`config.mk`:
```
export PLATFORM = sky130hd
export DESIGN_NAME = can_xcvr_mode_ctrl
export DESIGN_NICKNAME = d
export VERILOG_FILES = /design/src/rtl/canx_pkg.sv /design/src/rtl/canx_mode_bit.sv /design/src/rtl/canx_offline_timer.sv /design/src/rtl/canx_mode_fsm.sv /design/src/rtl/can_xcvr_mode_ctrl.sv
export SDC_FILE = /design/constraint.sdc
export NUM_CORES = 1
export LEC_CHECK = 0
export ABC_CLOCK_PERIOD_IN_PS = 1200
export BUFFER_PORTS_ARGS = -buffer_cell sky130_fd_sc_hd__buf_4
export CORE_MARGIN = 5
export CORE_UTILIZATION = 51
export CTS_CLUSTER_DIAMETER = 200
export DETAILED_ROUTE_END_ITERATION = 12
export HOLD_SLACK_MARGIN = 0.15
export PLACE_DENSITY = 0.76
export SLEW_MARGIN = 20
export SYNTH_ARGS = -nofsm -noshare
export SYNTH_HDL_FRONTEND = slang
export SYNTH_HIERARCHICAL = 1
export SYNTH_SLANG_ARGS = --single-unit
```
`constraint.sdc`:
```
create_clock -name clk -period 1.2 [get_ports clk]
set_clock_uncertainty 0.2 [all_clocks]
set_input_delay 0.18 -clock clk [delete_from_list [all_inputs] [get_ports clk]]
set_output_delay 0.18 -clock clk [all_outputs]
set_load 0.01 [all_outputs]
```
`src/rtl/canx_pkg.sv`:
```
package canx_pkg;

  typedef enum logic [2:0] {
    XS_OFFLINE  = 3'd0,
    XS_ONLINE   = 3'd1,
    XS_SELSLEEP = 3'd2,
    XS_ACTIVE   = 3'd3,
    XS_FAULT    = 3'd4
  } xcvr_state_e;

  typedef enum logic [1:0] {
    SC_STANDBY = 2'b00,
    SC_NORMAL  = 2'b01,
    SC_FLASH   = 2'b10,
    SC_SLEEP   = 2'b11
  } sysc_mode_e;

  typedef struct packed {
    logic tx_en;
    logic rx_en;
    logic term_strong;
    logic sup_en;
  } drive_t;

endpackage

```
`src/rtl/canx_mode_bit.sv`:
```
module canx_mode_bit
  import canx_pkg::*;
(
  input  logic       clk,
  input  logic       rst_n,
  input  logic       can_mode_i,
  input  logic [1:0] sysc_mode_i,
  input  logic       txc_i,
  output logic       cm_o,
  output logic       txc_fall_o
);

  logic req_q;
  logic cm_q, cm_n;
  logic txc_q;
  logic allowed;

  assign allowed = (sysc_mode_i == SC_NORMAL) || (sysc_mode_i == SC_FLASH);

  // set only on a request edge; held while the request stays high
  always_comb begin
    cm_n = allowed & can_mode_i & (cm_q | ~req_q);
  end

  always_ff @(posedge clk or negedge rst_n) begin
    if (!rst_n) begin
      req_q <= 1'b0;
      cm_q  <= 1'b0;
      txc_q <= 1'b0;
    end else begin
      req_q <= can_mode_i;
      cm_q  <= cm_n;
      txc_q <= txc_i;
    end
  end

  assign cm_o       = cm_q;
  assign txc_fall_o = txc_q & ~txc_i;

endmodule

```
`src/rtl/canx_offline_timer.sv`:
```
module canx_offline_timer #(
  parameter int unsigned SHORT_CYC = 20,
  parameter int unsigned LONG_CYC  = 50
) (
  input  logic clk,
  input  logic rst_n,
  input  logic run_i,
  input  logic wake_i,
  input  logic sel_long_i,
  input  logic offline_next_i,
  output logic expire_o
);

  localparam int unsigned CNT_W = $clog2(LONG_CYC + 1);
  localparam logic [CNT_W-1:0] SHORT_LAST = CNT_W'(SHORT_CYC - 1);
  localparam logic [CNT_W-1:0] LONG_LAST  = CNT_W'(LONG_CYC - 1);

  logic [CNT_W-1:0] cnt_q, cnt_n;
  logic             force_q, force_n;
  logic [CNT_W-1:0] last_sel;

  assign last_sel = (force_q | sel_long_i) ? LONG_LAST : SHORT_LAST;

  always_comb begin
    force_n = force_q;
    if (offline_next_i)
      force_n = 1'b1;
    else if (run_i && wake_i)
      force_n = 1'b0;
  end

  always_comb begin
    cnt_n = cnt_q;
    if (!run_i || wake_i)
      cnt_n = '0;
    else if (cnt_q != LONG_LAST)
      cnt_n = cnt_q + 1'b1;
  end

  always_ff @(posedge clk or negedge rst_n) begin
    if (!rst_n) begin
      cnt_q   <= '0;
      force_q <= 1'b1;
    end else begin
      cnt_q   <= cnt_n;
      force_q <= force_n;
    end
  end

  assign expire_o = run_i & ~wake_i & (cnt_q == last_sel);

endmodule

```
`src/rtl/canx_mode_fsm.sv`:
```
module canx_mode_fsm
  import canx_pkg::*;
(
  input  logic        clk,
  input  logic        rst_n,
  input  logic        cm_i,
  input  logic        pnc_i,
  input  logic        wake_i,
  input  logic        sup_fail_i,
  input  logic        txc_fall_i,
  input  logic        expire_i,
  input  logic        irq_en_i,
  output xcvr_state_e state_o,
  output xcvr_state_e state_n_o,
  output logic        irq_o,
  output logic        wake_ff_o
);

  xcvr_state_e state_q, state_n;
  logic        irq_q, irq_n;
  logic        wake_ff_q, wake_ff_n;

  always_comb begin
    state_n = state_q;
    unique case (state_q)
      XS_OFFLINE: begin
        if (cm_i)                 state_n = XS_ACTIVE;
        else if (wake_i && !pnc_i) state_n = XS_ONLINE;
      end
      XS_ONLINE: begin
        if (cm_i)          state_n = XS_ACTIVE;
        else if (pnc_i)    state_n = XS_SELSLEEP;
        else if (expire_i) state_n = XS_OFFLINE;
      end
      XS_SELSLEEP: begin
        if (cm_i)          state_n = XS_ACTIVE;
        else if (!pnc_i)   state_n = XS_ONLINE;
        else if (expire_i) state_n = XS_OFFLINE;
      end
      XS_ACTIVE: begin
        if (sup_fail_i)    state_n = XS_FAULT;
        else if (!cm_i)    state_n = pnc_i ? XS_SELSLEEP : XS_ONLINE;
      end
      XS_FAULT: begin
        if (!cm_i)           state_n = XS_OFFLINE;
        else if (txc_fall_i) state_n = XS_ACTIVE;
      end
      default: state_n = XS_OFFLINE;
    endcase
  end

  always_comb begin
    irq_n     = (state_q == XS_ACTIVE) & sup_fail_i & irq_en_i;
    wake_ff_n = (state_n == XS_ONLINE) & (wake_ff_q | wake_i);
  end

  always_ff @(posedge clk or negedge rst_n) begin
    if (!rst_n) begin
      state_q   <= XS_OFFLINE;
      irq_q     <= 1'b0;
      wake_ff_q <= 1'b0;
    end else begin
      state_q   <= state_n;
      irq_q     <= irq_n;
      wake_ff_q <= wake_ff_n;
    end
  end

  assign state_o   = state_q;
  assign state_n_o = state_n;
  assign irq_o     = irq_q;
  assign wake_ff_o = wake_ff_q;

endmodule

```
`src/rtl/can_xcvr_mode_ctrl.sv`:
```
module can_xcvr_mode_ctrl
  import canx_pkg::*;
#(
  parameter int unsigned SHORT_CYC = 20,
  parameter int unsigned LONG_CYC  = 50,
  parameter int unsigned RST_SYNC  = 2
) (
  input  logic       clk,
  input  logic       rst_n,
  input  logic       can_mode_i,
  input  logic       tx_off_i,
  input  logic       txc_i,
  input  logic       pnc_i,
  input  logic       otsel_i,
  input  logic [1:0] sysc_mode_i,
  input  logic       irq_en_i,
  input  logic       sup_fail_i,
  input  logic       wake_i,
  output logic       tx_en_o,
  output logic       rx_en_o,
  output logic       term_strong_o,
  output logic       sup_en_o,
  output logic       rxd_low_o,
  output logic       fail_o,
  output logic       irq_o,
  output logic       can_mode_o
);

  // reset: asserted asynchronously, released after RST_SYNC edges
  logic [RST_SYNC-1:0] rst_pipe_q;
  logic                rst_s_n;

  always_ff @(posedge clk or negedge rst_n) begin
    if (!rst_n) rst_pipe_q <= '0;
    else        rst_pipe_q <= {rst_pipe_q[RST_SYNC-2:0], 1'b1};
  end
  assign rst_s_n = rst_pipe_q[RST_SYNC-1];

  logic        cm;
  logic        txc_fall;
  logic        expire;
  logic        run;
  logic        wake_ff;
  xcvr_state_e state_q, state_n;
  drive_t      drv;

  canx_mode_bit u_mode_bit (
    .clk         (clk),
    .rst_n       (rst_s_n),
    .can_mode_i  (can_mode_i),
    .sysc_mode_i (sysc_mode_i),
    .txc_i       (txc_i),
    .cm_o        (cm),
    .txc_fall_o  (txc_fall)
  );

  assign run = (state_q == XS_ONLINE) || (state_q == XS_SELSLEEP);

  canx_offline_timer #(
    .SHORT_CYC (SHORT_CYC),
    .LONG_CYC  (LONG_CYC)
  ) u_timer (
    .clk            (clk),
    .rst_n          (rst_s_n),
    .run_i          (run),
    .wake_i         (wake_i),
    .sel_long_i     (otsel_i),
    .offline_next_i (state_n == XS_OFFLINE),
    .expire_o       (expire)
  );

  canx_mode_fsm u_fsm (
    .clk        (clk),
    .rst_n      (rst_s_n),
    .cm_i       (cm),
    .pnc_i      (pnc_i),
    .wake_i     (wake_i),
    .sup_fail_i (sup_fail_i),
    .txc_fall_i (txc_fall),
    .expire_i   (expire),
    .irq_en_i   (irq_en_i),
    .state_o    (state_q),
    .state_n_o  (state_n),
    .irq_o      (irq_o),
    .wake_ff_o  (wake_ff)
  );

  always_comb begin
    drv = '0;
    unique case (state_q)
      XS_ONLINE, XS_SELSLEEP: begin
        drv.rx_en       = 1'b1;
        drv.term_strong = 1'b1;
        drv.sup_en      = 1'b1;
      end
      XS_ACTIVE: begin
        drv.tx_en       = cm & ~tx_off_i;
        drv.rx_en       = 1'b1;
        drv.term_strong = 1'b1;
        drv.sup_en      = 1'b1;
      end
      default: drv = '0;
    endcase
  end

  assign tx_en_o       = drv.tx_en;
  assign rx_en_o       = drv.rx_en;
  assign term_strong_o = drv.term_strong;
  assign sup_en_o      = drv.sup_en;
  assign rxd_low_o     = wake_ff;
  assign fail_o        = (state_q == XS_FAULT);
  assign can_mode_o    = cm;

endmodule

```
==> results.toml, run 1 <==
[die]
die_h_um = 51.6
num_rows = 15
io_pins = 20
initial_core_util_pct = 52.1
dieWidth_um = 51.6

[yosys]
ys_types = 34
synth_area_um2 = 881
avgSynthCellArea_um2 = 10.0
netlist_instances = 88
synthMostInstantiatedCell = "dfrtp_1"
synth_edf_count = 0
yosys-top-cells-count = "dfrtp_1 (16), nor2_1 (9), a21oi_1 (8)"
synth_seq_cells = 17
synth_ff_type = "dfrtp_1"
postSynth.asyncResetShare_pct = 100
synth.area.top_cells = "dfrtp_1 (45%), a21oi_1 (4.5%), nor2_1 (3.8%)"
synth-seq-area-share_pct = 48.4
synth_nets = 102
yosys.area.top_type = "dfrtp_1"
synth_top_area_share_pct = 45.5
yosys_warnings = 6

[clock_tree]
cts_buffer_depth = 2
htreeDepth = 1
cts_buffers = 3
cts_root_buffer = "clkbuf_4"
cts_sinks = 17

[sta]
worst_endpoint_kind = "register input"
postGrtWorstEndpoint = "u_timer/force_q$_DFFE_PN1P_/D"

[status]
tool.error = "[ERROR DPL-0038] Utilization greater than 100%, impossible to legalize"
failing_step = "global routing (5_1_grt)"
status = "aborted with a tool error"

[place]
dp_hpwl_um = 1640
pre_cts_ws_ps = -973
port_buffers = 19
gp_congestion = 0.907

[global_routing]
grt_max_degree = 10
[kinds of logic after synthesis]
kind of cell / after synthesis / share of synthesized area [%]
flip-flops: 17 / 48.4
other: 1 / 0.426
XOR/XNOR: 4 / 3.98
AND/OR/NAND/NOR: 39 / 27.1
adder cells (fa/ha/maj): 2 / 2.84
AO/OA/AOI/OAI: 18 / 12.5
buffers and inverters: 7 / 4.69
[per-stage QoR]
stage	utilization (%)	instances	instance area, µm²	hold WS, ps
global placement	70.3	141	1190	-238
detailed placement	70.3	141	1190	-237
floorplan	-	88	900	-316
CTS	90.5	162	1530	-38.2
[repair_timing]
action / 4_1_cts
setup buffers: 9
hold buffers: 8
resized for setup: 42
cloned: 1
endpoints found under the setup margin: 19
pin swaps: 11
endpoints found under the hold margin: 22
==> run 2: changes to the inputs <==
--- a/config.mk
+++ b/config.mk
@@ -7,12 +7,10 @@
 export LEC_CHECK = 0
 export ABC_CLOCK_PERIOD_IN_PS = 1200
 export BUFFER_PORTS_ARGS = -buffer_cell sky130_fd_sc_hd__buf_4
-export CORE_MARGIN = 5
-export CORE_UTILIZATION = 51
-export CTS_CLUSTER_DIAMETER = 200
+export CORE_AREA = 5 5 66 68
 export DETAILED_ROUTE_END_ITERATION = 12
-export HOLD_SLACK_MARGIN = 0.15
-export PLACE_DENSITY = 0.76
+export DIE_AREA = 0 0 71 73
+export PLACE_DENSITY_LB_ADDON = 0.15
 export SLEW_MARGIN = 20
 export SYNTH_ARGS = -nofsm -noshare
 export SYNTH_HDL_FRONTEND = slang
==> run 2 against run 1 <==
  * The flow now finishes, with violations (negative setup slack)
  * Synthesized cell count did not move
  * Synthesized area did not move
==> results.toml, run 2 <==
[route]
postRouteWirelength_um = 2450
vias = 853
vias_per_cell = 4.40
drtIter0Drc = 27
dr.pass1.iters = 2
wl_per_cell_um = 12.6
postRouteAntennaNets = 0
drc = 0

[critical_path]
r2r_start = "u_timer/force_q$_DFFE_PN1P_"
cpMostUsedCell = "a21oi_2"
r2r_end = "u_timer/force_q$_DFFE_PN1P_"
ff2ff_setup_slack_ps = -940
path_cells = "or4b_1 > o21ai_1 > and3_1 > or3b_1 > a21oi_2 > a21oi_2 > nor3_2 > a21o_1"
crit_slowest_cell = "or4b_1"
path_class = "reg2reg"
cp.arrival_ps = 2140
max_stage_delay_ps = 490
worstRegToRegCells = 8
critPathLaunch = "u_timer/force_q$_DFFE_PN1P_"
cp.required_ps = 1190
worst_setup_path_end_kind = "flop"
crit_fanout = 3
worstSetupStartpointType = "flop"

[yosys]
netlist_instances = 88
synth_mux_area_share_pct = 0
avgSynthCellArea_um2 = 10.0
postSynth.asyncResetShare_pct = 100
synth_xor_area_share_pct = 3.98
synth_nets = 102
ys_types = 34
yosys.area_share.adder_pct = 2.84
synth_area_um2 = 881
yosys_warnings = 6
synthSimpleGateAreaFrac_pct = 27.1
synth-seq-area-share_pct = 48.4
synth_edf_count = 0
synth_ff_type = "dfrtp_1"
synth_top_area_share_pct = 45.5
synth_compound_area_share_pct = 12.5
synthMostInstantiatedCell = "dfrtp_1"
yosys-top-cells-count = "dfrtp_1 (16), nor2_1 (9), a21oi_1 (8)"
synth_top_family_by_area = "simple AND/OR/NAND/NOR gates"
synth_seq_cells = 17
synth.area.top_cells = "dfrtp_1 (45%), a21oi_1 (4.5%), nor2_1 (3.8%)"
yosys.area.top_type = "dfrtp_1"

[finish]
layout_common_cells = "buf_4 (31), buf_6 (17), dfrtp_1 (12)"
antennaDiodeCount = 0
fillers = 380
drive_gt1_share_pct = 59.0
top_register = "u_timer/cnt_q"
final_cell_count_no_fill = 194
area_growth_pct = 85.5
largest_reg_flops = 6
nets = 159
layout_commonest_cell = "buf_4"

[global_routing]
grt_overflow = 0
antenna_found_initial = 0
grt.total_usage_pct = 9.60
grt_pass1_vias = 909
grt_pass1_wl_um = 3990
grt_max_degree = 12

[clock_tree]
cts_root_buffer = "clkbuf_8"
cts_buffers = 3
htreeDepth = 1
path_clk_slew_ps = 70
clk_latency_ps = 250
cts_tree = "done"
cts_buffer_depth = 2
cts_sinks = 17

[die]
die_h_um = 73
io_pins = 20
initial_core_util_pct = 23.2
dieWidth_um = 71
fp.coreArea_um2 = 3800
num_rows = 23
die-area_um2 = 5180

[status]
status = "finished, violations left"
violations = "negative setup slack"

[sta]
min_period_ps = 2140
setup_viol = 18
max_freq_mhz = 467
slew_viol_final = 0
finalHoldViolCount = 0
final_min_period_over_clock_period_pct = 179
rsz0062_at_grt = "yes"
setup_ws_ps = -943

[power]
leakage_uw = 0.000697
ir_drop_mv = 0.816
power.density_nw_per_um2 = 1310
power_uw = 2140

[worst_hold_path]
hp-class = "in2async"

[place]
gp_congestion = 0.734
dp_hpwl_um = 1640
placed_cells = 174
port_buffers = 19

[flow_run]
drv_cap = 0
==> run 2: final cells by class <==
type | count | area (µm²) | area share [%]
clock buffer | 3 | 41.3 | 2.53
sequential | 17 | 432 | 26.4
clock inverter | 1 | 7.51 | 0.459
inverter | 4 | 17.5 | 1.07
timing repair buffer | 55 | 514 | 31.5
multi-input combinational | 64 | 559 | 34.2
tap | 50 | 62.6 | 3.83
==> run 2: worst max-delay path by stage <==
stage | to | cells after the start
after global placement | u_timer/force_q$_DFFE_PN1P_ | 8
after global routing | u_timer/force_q$_DFFE_PN1P_ | 10
after CTS | u_timer/force_q$_DFFE_PN1P_ | 8
after floorplan | u_timer/force_q$_DFFE_PN1P_ | 9
after detailed placement | u_timer/force_q$_DFFE_PN1P_ | 8
final | u_timer/force_q$_DFFE_PN1P_ | 8
==> run 2: where the power goes <==
part / switching, µW / total, µW / leakage [µW] / internal, µW
clock: 206 / 439 / 0.0000217 / 233
sequential: 41.2 / 697 / 0.000213 / 656
combinational: 416 / 999 / 0.000462 / 583
==> run 2: stage by stage <==
step                setup WS (ps)  util, %  hold WS [ps]  area [µm²]  TNS, ps
floorplan                    -958        -          -316         900    -3910
global placement             -945     32.3          -237        1230    -4980
detailed placement           -961     32.3          -236        1230    -5030
CTS                         -1000     40.1          19.3        1520    -6900
global route                -1070     43.0          32.5        1630    -8320
finish                       -943     43.0          36.9        1630    -7110
==> run 2: timing repair <==
| action | CTS | global route |
|---|---|---|
| gates resized for setup | 35 | 18 |
| hold buffers | 5 | 0 |
| setup endpoints to repair | 18 | 19 |
| buffers inserted | 11 | 7 |
| endpoints found under the hold margin | 20 | 0 |
| gates cloned | 0 | 1 |
| pin swaps | 13 | 12 |
==> run 2: per-layer routing <==
| layer | vias up | track usage [%] | part of all wire (%) |
|---|---|---|---|
| met5 | - | 0 | 0 |
| met3 | 2 | 2.07 | 3.7 |
| met2 | 15 | 18.4 | 56 |
| met4 | 0 | 2.51 | 0.57 |
| li1 | 415 | - | - |
| met1 | 421 | 10.6 | 40 |
==> run 2: critical path: cells and delay by family, from the launching register on <==
kind | cells | cell delay (ps)
simple gates | 4 | 1130
compound gates | 4 | 390
flops | 1 | 370
==> run 2: logic make-up after synthesis <==
| group | count (synthesis) |
|---|---|
| and+or+nand+nor | 39 |
| AOI/OAI and AO/OA | 18 |
| DFF | 17 |
| buffers and inverters | 7 |
| xor gates and xnor gates | 4 |
| adders and majority gates | 2 |
| other | 1 |
Note: power is estimated with default switching activity, not from simulation.
